$ cat config.mk
export PLATFORM = sky130hd
export DESIGN_NAME = rtcq_timebase
export DESIGN_NICKNAME = d
export VERILOG_FILES = /design/src/rtl/rtcq_pkg.sv /design/src/rtl/rtcq_wr_guard.sv /design/src/rtl/rtcq_prescaler.sv /design/src/rtl/rtcq_seconds.sv /design/src/rtl/rtcq_timebase.sv
export SDC_FILE = /design/constraint.sdc
export NUM_CORES = 1
export LEC_CHECK = 0
export BUFFER_PORTS_ARGS = -buffer_cell sky130_fd_sc_hd__buf_2
export CAP_MARGIN = 5
export CORE_UTILIZATION = 55
export CTS_BUF_LIST = sky130_fd_sc_hd__clkbuf_16
export CTS_CLUSTER_DIAMETER = 120
export DETAILED_ROUTE_END_ITERATION = 8
export PLACE_DENSITY_LB_ADDON = 0.12
export RECOVER_POWER = 100
export SLEW_MARGIN = 15
export SYNTH_ARGS = -nofsm -noshare
export SYNTH_HDL_FRONTEND = slang
export SYNTH_HIERARCHICAL = 1
export SYNTH_SLANG_ARGS = --single-unit
$ cat constraint.sdc
create_clock -name clk -period 8.2 [get_ports clk]
set_clock_uncertainty 0.15 [all_clocks]
set_input_delay 2.46 -clock clk [delete_from_list [all_inputs] [get_ports clk]]
set_output_delay 2.46 -clock clk [all_outputs]
set_load 0.01 [all_outputs]
$ cat src/rtl/rtcq_pkg.sv
package rtcq_pkg;

    localparam int BUS_W   = 16;
    localparam int CNT_W   = 2 * BUS_W;
    localparam int NFLAG   = 4;
    localparam int NSRC    = 3;

    localparam int FB_TICK  = 0;
    localparam int FB_ALARM = 1;
    localparam int FB_OVF   = 2;
    localparam int FB_SYNC  = 3;
    localparam int FB_READY = 5;

    typedef enum logic [2:0] {
        RA_CTRL    = 3'd0,
        RA_FLAGS   = 3'd1,
        RA_PRL_LO  = 3'd2,
        RA_PRL_HI  = 3'd3,
        RA_CNT_LO  = 3'd4,
        RA_CNT_HI  = 3'd5,
        RA_ALM_LO  = 3'd6,
        RA_ALM_HI  = 3'd7
    } reg_addr_e;

    typedef enum logic {
        GS_READY = 1'b0,
        GS_BUSY  = 1'b1
    } guard_state_e;

endpackage

$ cat src/rtl/rtcq_wr_guard.sv
module rtcq_wr_guard
    import rtcq_pkg::*;
#(
    parameter int BUSY_CYCLES = 3
) (
    input  logic clk,
    input  logic rst_n,
    input  logic wr_req,
    output logic wr_accept,
    output logic ready,
    output logic done
);
    localparam int CW = (BUSY_CYCLES > 1) ? $clog2(BUSY_CYCLES) : 1;
    localparam logic [CW-1:0] LAST = CW'(BUSY_CYCLES - 1);

    guard_state_e state_q, state_d;
    logic [CW-1:0] cnt_q, cnt_d;

    // state register
    always_ff @(posedge clk) begin
        if (!rst_n) begin
            state_q <= GS_READY;
            cnt_q   <= '0;
        end else begin
            state_q <= state_d;
            cnt_q   <= cnt_d;
        end
    end

    // next state
    always_comb begin
        state_d = state_q;
        cnt_d   = cnt_q;
        unique case (state_q)
            GS_READY: begin
                if (wr_req) begin
                    state_d = GS_BUSY;
                    cnt_d   = '0;
                end
            end
            GS_BUSY: begin
                if (cnt_q == LAST) begin
                    state_d = GS_READY;
                end else begin
                    cnt_d = cnt_q + 1'b1;
                end
            end
        endcase
    end

    // outputs
    always_comb begin
        ready     = (state_q == GS_READY);
        wr_accept = ready && wr_req;
        done      = (state_q == GS_BUSY) && (cnt_q == LAST);
    end

    a_r3_ready_falls_on_write: assert property (@(posedge clk) disable iff (!rst_n)
        $fell(ready) |-> $past(wr_req));
    a_r3_window_closes: assert property (@(posedge clk) disable iff (!rst_n)
        done |=> ready);
endmodule

$ cat src/rtl/rtcq_prescaler.sv
module rtcq_prescaler #(
    parameter int PRL_W = 20
) (
    input  logic             clk,
    input  logic             rst_n,
    input  logic             restart,
    input  logic [PRL_W-1:0] reload_val,
    output logic             tick
);
    logic [PRL_W-1:0] cnt_q;

    always_comb tick = (cnt_q == '0);

    always_ff @(posedge clk) begin
        if (!rst_n) begin
            cnt_q <= '0;
        end else if (restart || tick) begin
            cnt_q <= reload_val;
        end else begin
            cnt_q <= cnt_q - 1'b1;
        end
    end

    a_r1_reload_taken: assert property (@(posedge clk) disable iff (!rst_n)
        (tick || restart) |=> (cnt_q == $past(reload_val)));
    a_r1_counts_down: assert property (@(posedge clk) disable iff (!rst_n)
        (!tick && !restart) |=> (cnt_q == $past(cnt_q) - 1'b1));
endmodule

$ cat src/rtl/rtcq_seconds.sv
module rtcq_seconds
    import rtcq_pkg::*;
(
    input  logic             clk,
    input  logic             rst_n,
    input  logic             tick,
    input  logic             ld_lo,
    input  logic             ld_hi,
    input  logic [BUS_W-1:0] wdata,
    input  logic [CNT_W-1:0] alarm,
    output logic [CNT_W-1:0] count,
    output logic             alm_evt,
    output logic             ovf_evt
);
    localparam int NHALF = CNT_W / BUS_W;

    logic [CNT_W-1:0] count_inc;
    logic [CNT_W-1:0] count_d;
    logic [NHALF-1:0] ld_half;
    logic             any_ld;

    always_comb begin
        ld_half   = {ld_hi, ld_lo};
        any_ld    = |ld_half;
        count_inc = count + CNT_W'(1);
        alm_evt   = tick && !any_ld && (count_inc == alarm);
        ovf_evt   = tick && !any_ld && (&count);
    end

    for (genvar h = 0; h < NHALF; h++) begin : g_half
        always_comb begin
            if (ld_half[h]) begin
                count_d[h*BUS_W +: BUS_W] = wdata;
            end else if (tick && !any_ld) begin
                count_d[h*BUS_W +: BUS_W] = count_inc[h*BUS_W +: BUS_W];
            end else begin
                count_d[h*BUS_W +: BUS_W] = count[h*BUS_W +: BUS_W];
            end
        end
    end

    always_ff @(posedge clk) begin
        if (!rst_n) begin
            count <= '0;
        end else begin
            count <= count_d;
        end
    end

    a_r2_step_on_tick: assert property (@(posedge clk) disable iff (!rst_n)
        (tick && !ld_lo && !ld_hi) |=> (count == $past(count) + CNT_W'(1)));
    a_r7_wrap_to_zero: assert property (@(posedge clk) disable iff (!rst_n)
        ovf_evt |=> (count == '0));
    a_r6_alarm_match: assert property (@(posedge clk) disable iff (!rst_n)
        alm_evt |=> (count == $past(alarm)));
endmodule

$ cat src/rtl/rtcq_timebase.sv
module rtcq_timebase
    import rtcq_pkg::*;
#(
    parameter int PRL_W       = 20,
    parameter int BUSY_CYCLES = 3
) (
    input  logic              clk,
    input  logic              rst_n,
    input  logic              bus_clk_en,
    input  logic              wr_en,
    input  logic [2:0]        addr,
    input  logic [BUS_W-1:0]  wdata,
    output logic [BUS_W-1:0]  rdata,
    output logic              irq
);
    localparam int PHI_W = PRL_W - BUS_W;

    logic             wr_acc, ready, guard_done, tick;
    logic             alm_evt, ovf_evt;
    logic [NSRC-1:0]  ie_q;
    logic [NFLAG-1:0] flags_q, flags_d, flag_set, flag_keep;
    logic [PRL_W-1:0] prl_q, prl_d;
    logic [CNT_W-1:0] alm_q, alm_d, count;
    logic             we_ctrl, we_flags, we_plo, we_phi, we_clo, we_chi, we_alo, we_ahi;

    rtcq_wr_guard #(.BUSY_CYCLES(BUSY_CYCLES)) u_guard (
        .clk(clk), .rst_n(rst_n), .wr_req(wr_en),
        .wr_accept(wr_acc), .ready(ready), .done(guard_done)
    );

    always_comb begin
        we_ctrl  = wr_acc && (addr == RA_CTRL);
        we_flags = wr_acc && (addr == RA_FLAGS);
        we_plo   = wr_acc && (addr == RA_PRL_LO);
        we_phi   = wr_acc && (addr == RA_PRL_HI);
        we_clo   = wr_acc && (addr == RA_CNT_LO);
        we_chi   = wr_acc && (addr == RA_CNT_HI);
        we_alo   = wr_acc && (addr == RA_ALM_LO);
        we_ahi   = wr_acc && (addr == RA_ALM_HI);
    end

    always_comb begin
        prl_d = prl_q;
        if (we_plo) prl_d[BUS_W-1:0]     = wdata;
        if (we_phi) prl_d[PRL_W-1:BUS_W] = wdata[PHI_W-1:0];
        alm_d = alm_q;
        if (we_alo) alm_d[BUS_W-1:0]     = wdata;
        if (we_ahi) alm_d[CNT_W-1:BUS_W] = wdata;
    end

    rtcq_prescaler #(.PRL_W(PRL_W)) u_presc (
        .clk(clk), .rst_n(rst_n), .restart(we_plo || we_phi),
        .reload_val(prl_d), .tick(tick)
    );

    rtcq_seconds u_secs (
        .clk(clk), .rst_n(rst_n), .tick(tick), .ld_lo(we_clo), .ld_hi(we_chi),
        .wdata(wdata), .alarm(alm_q), .count(count),
        .alm_evt(alm_evt), .ovf_evt(ovf_evt)
    );

    always_ff @(posedge clk) begin
        if (!rst_n) begin
            ie_q  <= '0;
            prl_q <= '0;
            alm_q <= '0;
        end else begin
            if (we_ctrl) ie_q <= wdata[NSRC-1:0];
            prl_q <= prl_d;
            alm_q <= alm_d;
        end
    end

    // flags: hardware sets, software clears with a zero bit
    always_comb begin
        flag_set            = '0;
        flag_set[FB_TICK]   = tick;
        flag_set[FB_ALARM]  = alm_evt;
        flag_set[FB_OVF]    = ovf_evt;
        flag_set[FB_SYNC]   = guard_done;
        flag_keep           = we_flags ? wdata[NFLAG-1:0] : '1;
        flags_d             = (flags_q & flag_keep) | flag_set;
    end

    always_ff @(posedge clk) begin
        if (!rst_n) begin
            flags_q <= '0;
        end else if (bus_clk_en) begin
            flags_q <= flags_d;
        end
    end

    always_comb irq = |(flags_q[NSRC-1:0] & ie_q);

    always_comb begin
        rdata = '0;
        unique case (reg_addr_e'(addr))
            RA_CTRL:   rdata[NSRC-1:0] = ie_q;
            RA_FLAGS: begin
                rdata[NFLAG-1:0] = flags_q;
                rdata[FB_READY]  = ready;
            end
            RA_PRL_LO: rdata = prl_q[BUS_W-1:0];
            RA_PRL_HI: rdata[PHI_W-1:0] = prl_q[PRL_W-1:BUS_W];
            RA_CNT_LO: rdata = count[BUS_W-1:0];
            RA_CNT_HI: rdata = count[CNT_W-1:BUS_W];
            RA_ALM_LO: rdata = alm_q[BUS_W-1:0];
            RA_ALM_HI: rdata = alm_q[CNT_W-1:BUS_W];
        endcase
    end

    a_r4_busy_write_ignored: assert property (@(posedge clk) disable iff (!rst_n)
        (wr_en && !ready) |=> ($stable(ie_q) && $stable(prl_q) && $stable(alm_q)));
    a_r12_flags_frozen: assert property (@(posedge clk) disable iff (!rst_n)
        !bus_clk_en |=> $stable(flags_q));
    a_r5_tick_flag_source: assert property (@(posedge clk) disable iff (!rst_n)
        $rose(flags_q[FB_TICK]) |-> $past(tick));
    a_r8_sync_flag_source: assert property (@(posedge clk) disable iff (!rst_n)
        $rose(flags_q[FB_SYNC]) |-> $past(guard_done));
    a_r9_flags_sticky: assert property (@(posedge clk) disable iff (!rst_n)
        !(wr_en && ready && (addr == RA_FLAGS))
        |=> ((flags_q & $past(flags_q)) == $past(flags_q)));
endmodule

Word-level counts from Yosys, hierarchy flattened --
Cells that the tools add are included.
Storage, ports and cells: flip-flop bits (word level) 114, latch bits 0, bits in writable memories 0, bits in read-only memories 0, output and inout bits 17, memories 0
Operators by class: $add $sub $neg 3, multipliers 0, divide/modulo/power cells 0, $lt $le $gt $ge 0, equal/unequal tests 11, shift operators 0, mux-type cells 19, bitwise gates (word level) 4, reductions and logical operators 24
Operators by type and width (count):
- $mux 16 | 5
- $pmux 10 s5 | 1
- $add 32x1->32 const B | 1
- $eq 32x32->1 | 1
- $reduce_and 32->1 | 1
- $pmux 3 s8 | 1
- $logic_not 20->1 | 1
- $mux 20 | 1
- $sub 20x1->20 const B | 1
- $logic_and 1x1->1 | 13
- $eq 3x3->1 const B | 4
- $mux 4 | 2
- $pmux 1 s7 | 1
- $eq 3x2->1 const B | 2
- $pmux 1 s6 | 1
- $pmux 1 s5 | 1
- $and 4x4->4 | 1
- $mux 2 | 2
- $ne 2x2->1 const B | 2
- $or 4x4->4 | 1
- $pmux 2 s2 | 1
- $reduce_bool 2->1 | 2
- $and 3x3->3 | 1
- $eq 3x1->1 const B | 1
- 11 further kinds | 13

Longest topological paths before layout --
Gate-level depths: netlist of run 1.
depth after elaboration 8, gate-level depth with buffers 16, mapped depth without buffers 15

Cells and area by module --
Netlist of run 1, hierarchy kept.
Modules (own cells, without submodules):
- rtcq_timebase | instances 1, cells an instance 331, area an instance 3184.3 µm², sequential area each 1181.1 µm²
- rtcq_seconds | instances 1, cells an instance 379, area an instance 2844.0 µm², sequential area each 640.6 µm²
- rtcq_prescaler | instances 1, cells an instance 138, area an instance 1144.8 µm², sequential area each 400.4 µm²
- rtcq_wr_guard | instances 1, cells an instance 18, area an instance 146.4 µm², sequential area each 60.1 µm²

Least setup slack after synthesis of run 1 --
No wires, ideal clock.
path kind input to output, start point input port addr[1], end point output port rdata[13], arrival 3572 ps, data required time 5590 ps, setup slack 2018 ps, cell stages on the path 5, path through buf_2 buf_2 buf_2 mux4_2 a22o_1
On the way: cells in the longest elaborated chain, start to end 2, elaborated cells on any way between the ends 6, those cells by class eq/ne: 5; mux: 1
Ends and longest elaborated chain:
- start, declared | line rtcq_timebase.sv:11 | input logic [2:0] addr,
- $eq 3x3->1 / $eq 3x2->1 (equally long branches) | line rtcq_timebase.sv:97 | unique case (reg_addr_e'(addr))
- $pmux 10 s5 * | line rtcq_timebase.sv:97
- end, declared | line rtcq_timebase.sv:13 | output logic [BUS_W-1:0] rdata,
Mark *: on every way between the ends. The rest lies on a longest branch, timed or not.

Final worst setup path of run 1 --
start point input port addr[0], end point output port rdata[5]
On the way: cells in the longest elaborated chain, start to end 2, elaborated cells on any way between the ends 7, those cells by class eq/ne: 6; mux: 1
Ends and longest elaborated chain (line):
- $eq 3x3->1 (tied with other cells) | rtcq_timebase.sv:97
- $pmux 1 s6 * | rtcq_timebase.sv:97
Marks and branches as above.

==> results of run 1 <==
metal layers:
| layer | track usage (%) | wire [µm] | up-vias |
|---|---|---|---|
| li1 | - | - | 3039 |
| met1 | 38.91 | 9360 | 3079 |
| met2 | 50.26 | 10040 | 219 |
| met3 | 6.809 | 1054 | 54 |
| met4 | 15.42 | 745 | 0 |
| met5 | 0 | 0 | - |
cells by family (layout without fill, tap and decap cells):
group,after synthesis,count (layout)
AND/OR/NAND/NOR,370,370
AO/OA/AOI/OAI,169,169
flip-flops,114,114
XOR/XNOR,91,91
multiplexers,47,47
buffers and inverters,71,84
adder cells (fa/ha/maj),4,4
path summary, 6_finish.rpt:
path                         start                to  depth (start not counted)  slack [ps]
setup reg to reg  u_presc/cnt_q[0]        flags_q[1]                         16        3250
setup / recovery           addr[0]          rdata[5]                          5        1340
hold reg to reg   u_guard/cnt_q[0]  u_guard/cnt_q[0]                          2         330
hold / removal    u_guard/cnt_q[0]  u_guard/cnt_q[0]                          2         330
sequential cells by signal, summed over array words and instances, names as in the netlist:
signal	flops
alm_q	32
flags_q	4
ie_q	3
prl_q	20
u_guard/cnt_q	2
u_guard/state_q	1
u_presc/cnt_q	20
u_secs/count	32
layout make-up:
class                   count  area [µm²]
multi-input cells         681        4691
flip-flops and latches    114        2282
inverters                  11       41.29
clock buffers              17       425.4
repair buffers             44       210.2
well taps                 172       215.2
fillers                  1161        4828
clock inverters            12       80.08
cell usage in the layout, fill, tap and decap left out, types with 12 or more instances in the layout:
master / n
a21oi_1: 26
mux2_2: 14
and2_0: 21
xnor2_1: 54
and2_1: 26
mux2i_1: 12
o21ai_0: 50
nor4_1: 13
nand3_1: 27
xor2_1: 37
buf_2: 23
nand2_1: 148
clkbuf_16: 17
nor3_1: 12
dfxtp_1: 114
a21boi_0: 33
clkbuf_1: 16
nor2_1: 36
inv_1: 14
worst max-delay path: stages:
cell	delay [ps]
clkbuf_2	800
mux4_2	600
nand2_1	70
o21ai_0	130
clkbuf_1	180
power groups by stage:
stage / logic, mW / clock network (mW) / registers (mW)
after floorplan: 0.357 / 0 / 0.668
after CTS: 0.440 / 0.659 / 0.678
after global placement: 0.422 / 0 / 0.684
after global routing: 0.480 / 0.684 / 0.685
after detailed placement: 0.435 / 0 / 0.688
final: 0.445 / 0.652 / 0.680
==> results.py, run 1 <==
metrics = {
    "sta": {
        "finalHoldViolCount": 0,
        "relSlewSlack_pct": -183.5,
        "fmax_ghz": 0.1457,
        "slew_violations": 123,
        "worst_pin_slew_ps": 4252,
        "fin_ws_ps": 1338,
        "finalSetupViolCount": 0,
        "fin_tns_setup_ps": 0,
        "rsz0062_at_grt": "no",
        "whs_ps": 327.1,
        "fin_crit_sh_pct": 83.68,
        "period_minus_slack_ps": 6862,
    },
    "final_layout": {
        "design_area_mm2": 0.007945,
        "nNetsFinal": 896,
        "area_growth_pct": 8.547,
        "utilization_pct": 62.20,
        "layout-drive-gt1-share_pct": 12.29,
        "stdcell_count": 1051,
        "n_antenna_cell": 0,
    },
    "route": {
        "dr_total_vias": 6391,
        "drtPass1Iterations": 7,
        "antenna_left": 0,
        "dr.first_iter.drc_count": 485,
        "wl_per_cell_um": 20.17,
        "vias_per_cell": 6.081,
        "wl_um": 21200,
        "route.detailed.drc": 0,
    },
    "logic_synthesis": {
        "synth_nets": 893,
        "synth.area.top_cells": "dfxtp_1 (31%), nand2_1 (7.6%), xnor2_1 (6.5%)",
        "synth_top_area_share_pct": 31.18,
        "syn_inst": 866,
        "synth-seq-cells": 114,
        "synth-simple-area-share_pct": 27.57,
        "syn_avg_cell_area_um2": 8.452,
        "synth_top_family_by_area": "simple AND/OR/NAND/NOR gates",
        "synth-compound-area-share_pct": 15.56,
        "synth-xor-area-share_pct": 10.89,
        "synth-adder-area-share_pct": 0.6838,
        "synth.most_common_cell": "nand2_1",
        "synth.area.mux_share_pct": 9.231,
        "synth_common_cells": "nand2_1 (148), dfxtp_1 (114), xnor2_1 (54)",
        "synth-edff-count": 0,
        "seq_area_frac_synth_pct": 31.18,
        "synth_cell_types": 75,
        "ys.warnings.count": 6,
        "synthFlopType": "dfxtp_1",
        "synth_top_area_cell": "dfxtp_1",
        "synthesis.area_mm2": 0.007320,
        "synth_async_sr_flop_share_pct": 0,
    },
    "global_routing": {
        "grt_pass1_vias": 5983,
        "overflow": 0,
        "grt_usage_pct": 31.07,
        "antenna_found_initial": 0,
        "grt_pass1_wl_um": 32910,
        "grt_max_degree": 123,
    },
    "cts": {
        "cts_resized": 0,
        "numCtsBuffers": 17,
        "cts_tree": "built",
        "cts_root_buf": "clkbuf_16",
        "postCtsHoldBufs": 0,
        "htreeDepth": 4,
        "clk_latency_ps": 420,
        "cts_setup_buffers": 0,
        "cts_num_sinks": 114,
        "clock_path_buffers": 2,
        "path_clk_slew_ps": 50,
    },
    "die": {
        "initial_core_util_pct": 57.30,
        "die_w_um": 117.4,
        "rows": 41,
        "coreArea_mm2": 0.01277,
        "ios": 40,
        "dieHeight_um": 117.4,
        "die_area_mm2": 0.01377,
    },
    "run_status": {
        "status": "finished with violations",
        "violations": "max-capacitance violations, max-slew violations",
    },
    "power": {
        "peakVddDrop_v": 0.0001691,
        "intPower_mw": 1.199,
        "clockPowerShare_pct": 36.7,
        "p_sw_mw": 0.5772,
        "finalPower_mw": 1.777,
        "p_sw_share_pct": 32.49,
        "leakagePower_nw": 2.987,
        "p_comb_share_pct": 25.0,
        "seq_power_share_pct": 38.3,
        "powerDensity_mw_per_mm2": 223.6,
    },
    "worst_hold_path": {
        "holdCritPathClass": "register to register",
    },
    "placement": {
        "placed_cell_area_mm2": 0.007462,
        "place.gp.congestion": 0.9136,
        "numPortBuffers": 39,
        "place_ws_ps": 1406,
        "hpwl_um": 15320,
        "place_inst": 1022,
    },
    "setup_path": {
        "cp_max_fo": 43,
        "startpoint_type": "input pin",
        "arrival_ps": 4250,
        "crit_type": "input pin to primary output",
        "worstPathRequired_ps": 5590,
        "critPathCaptureType": "primary output",
    },
    "job": {
        "maxCapViolations": 1,
    },
}
No activity file was read; power rests on OpenSTA's default activity.
==> run 2, diff against run 1 <==
Clock period 8.2 ns to 6.73 ns, I/O delays scaled along.
==> run 2 against run 1 <==
  * Cell count rose by 0.38%
  * Critical path depth did not move
  * Largest cell class unchanged
  * Via count decreased by 0.47%
  * Worst hold slack gained 6.0 ps
  * The run still ends with max-capacitance violations, max-slew violations left
==> results.py, run 2 (synthesis results as in run 1) <==
metrics = {
    "route": {
        "dr_total_vias": 6361,
        "vias_per_cell": 6.029,
        "wl_per_cell_um": 20.33,
        "route.detailed.drc": 0,
        "antenna_left": 0,
        "drtPass1Iterations": 5,
        "dr.first_iter.drc_count": 569,
        "wl_um": 21450,
    },
    "cts": {
        "cts_resized": 0,
        "numCtsBuffers": 17,
        "cts_tree": "built",
        "clk_latency_ps": 430,
        "cts_setup_buffers": 0,
        "cts_root_buf": "clkbuf_16",
        "path_clk_slew_ps": 50,
        "cts_num_sinks": 114,
        "postCtsHoldBufs": 0,
        "clock_path_buffers": 2,
        "htreeDepth": 4,
    },
    "sta": {
        "finalHoldViolCount": 0,
        "period_minus_slack_ps": 6052,
        "fin_ws_ps": 677.8,
        "slew_violations": 125,
        "fmax_ghz": 0.1652,
        "finalSetupViolCount": 0,
        "fin_tns_setup_ps": 0,
        "relSlewSlack_pct": -83.88,
        "rsz0062_at_grt": "no",
        "worst_pin_slew_ps": 2758,
        "fin_crit_sh_pct": 89.93,
    },
    "placement": {
        "numPortBuffers": 39,
        "place_ws_ps": 831.4,
        "hpwl_um": 15540,
        "place_inst": 1023,
        "place.gp.congestion": 0.9090,
    },
    "power": {
        "peakVddDrop_v": 0.0002247,
        "leakagePower_nw": 3.023,
        "powerDensity_mw_per_mm2": 291.4,
    },
    "die": {
        "die_w_um": 117.4,
        "dieHeight_um": 117.4,
        "rows": 41,
        "die_area_mm2": 0.01377,
        "initial_core_util_pct": 57.30,
        "ios": 40,
        "coreArea_mm2": 0.01277,
    },
    "setup_path": {
        "worstPathRequired_ps": 4560,
        "crit_type": "input pin to primary output",
        "reg2regPathDepth": 16,
        "startpoint_type": "input pin",
        "arrival_ps": 3880,
        "cp_max_fo": 26,
        "critPathCaptureType": "primary output",
    },
    "worst_hold_path": {
        "holdCritPathClass": "register to register",
        "holdPathStages": 2,
    },
    "run_status": {
        "status": "finished with violations",
        "violations": "max-capacitance violations, max-slew violations",
    },
    "global_routing": {
        "antenna_found_initial": 0,
        "grt_max_degree": 79,
        "grt_usage_pct": 32.24,
        "overflow": 0,
        "grt_pass1_vias": 6206,
        "grt_pass1_wl_um": 34240,
    },
    "final_layout": {
        "stdcell_count": 1055,
        "final_common_cell": "nand2_1",
        "layout-drive-gt1-share_pct": 11.55,
        "reg_top3": "alm_q (32), u_secs/count (32)",
        "mostFrequentLayoutCells": "nand2_1 (148), dfxtp_1 (114), xnor2_1 (54), o21ai_0 (50), xor2_1 (37)",
        "n_antenna_cell": 0,
        "nNetsFinal": 897,
        "area_growth_pct": 9.675,
    },
    "job": {
        "maxCapViolations": 2,
    },
}
==> run 2: cell count changes in the layout (fill, tap and decap cells not counted), moves of 4 or more <==
| cell | before | now |
|---|---|---|
| mux2_1 | 0 | 4 |
| mux2_2 | 14 | 10 |
| clkbuf_1 | 16 | 20 |
| bufinv_16 | 1 | 5 |
==> run 2: path summary, 6_finish.rpt <==
kind	slack, ps	start	end
max	680	addr[2]	rdata[8]
min	330	u_guard/cnt_q[0]	u_guard/cnt_q[0]
max reg2reg	1380	u_presc/cnt_q[0]	flags_q[1]
min reg2reg	330	u_guard/cnt_q[0]	u_guard/cnt_q[0]
==> run 2: cell type report <==
type	instances	area, µm²
clock inverters	15	197.7
repair buffers	45	207.7
multi-input cells	681	4658
well taps	172	215.2
fillers	1122	4746
flip-flops and latches	114	2282
clock buffers	17	425.4
inverters	11	41.29
==> run 2: through the flow <==
step,hold WS (ps),util (%),area [µm²],total power [mW]
final,333.1,62.85,8028,2.339
after floorplan,296.3,-,7320,1.248
after detailed placement,324.5,58.48,7470,1.371
after global routing,368.6,62.85,8028,2.450
after CTS,333.5,63.36,8093,2.349
after global placement,309.5,58.48,7470,1.349
==> run 2: metal layers <==
| metal | GRT usage (%) | vias up | wire length (µm) |
|---|---|---|---|
| met4 | 17.21 | 0 | 853 |
| met2 | 51.74 | 206 | 10250 |
| met3 | 6.420 | 52 | 1047 |
| met5 | 0 | - | 0 |
| met1 | 40.67 | 3056 | 9300 |
| li1 | - | 3047 | - |
==> run 2: critical path, cell delays in order <==
cell and delay [ps]:
buf_2 180, clkbuf_1 440, nor3_2 800, a22o_1 280, clkbuf_1 160
==> run 2: report_power, final <==
| part | switching (mW) | total, mW | internal (mW) |
|---|---|---|---|
| Clock | 0.325 | 0.972 | 0.646 |
| Sequential | 0.0881 | 0.828 | 0.739 |
| Combinational | 0.309 | 0.540 | 0.231 |
| Total | 0.722 | 2.34 | 1.62 |
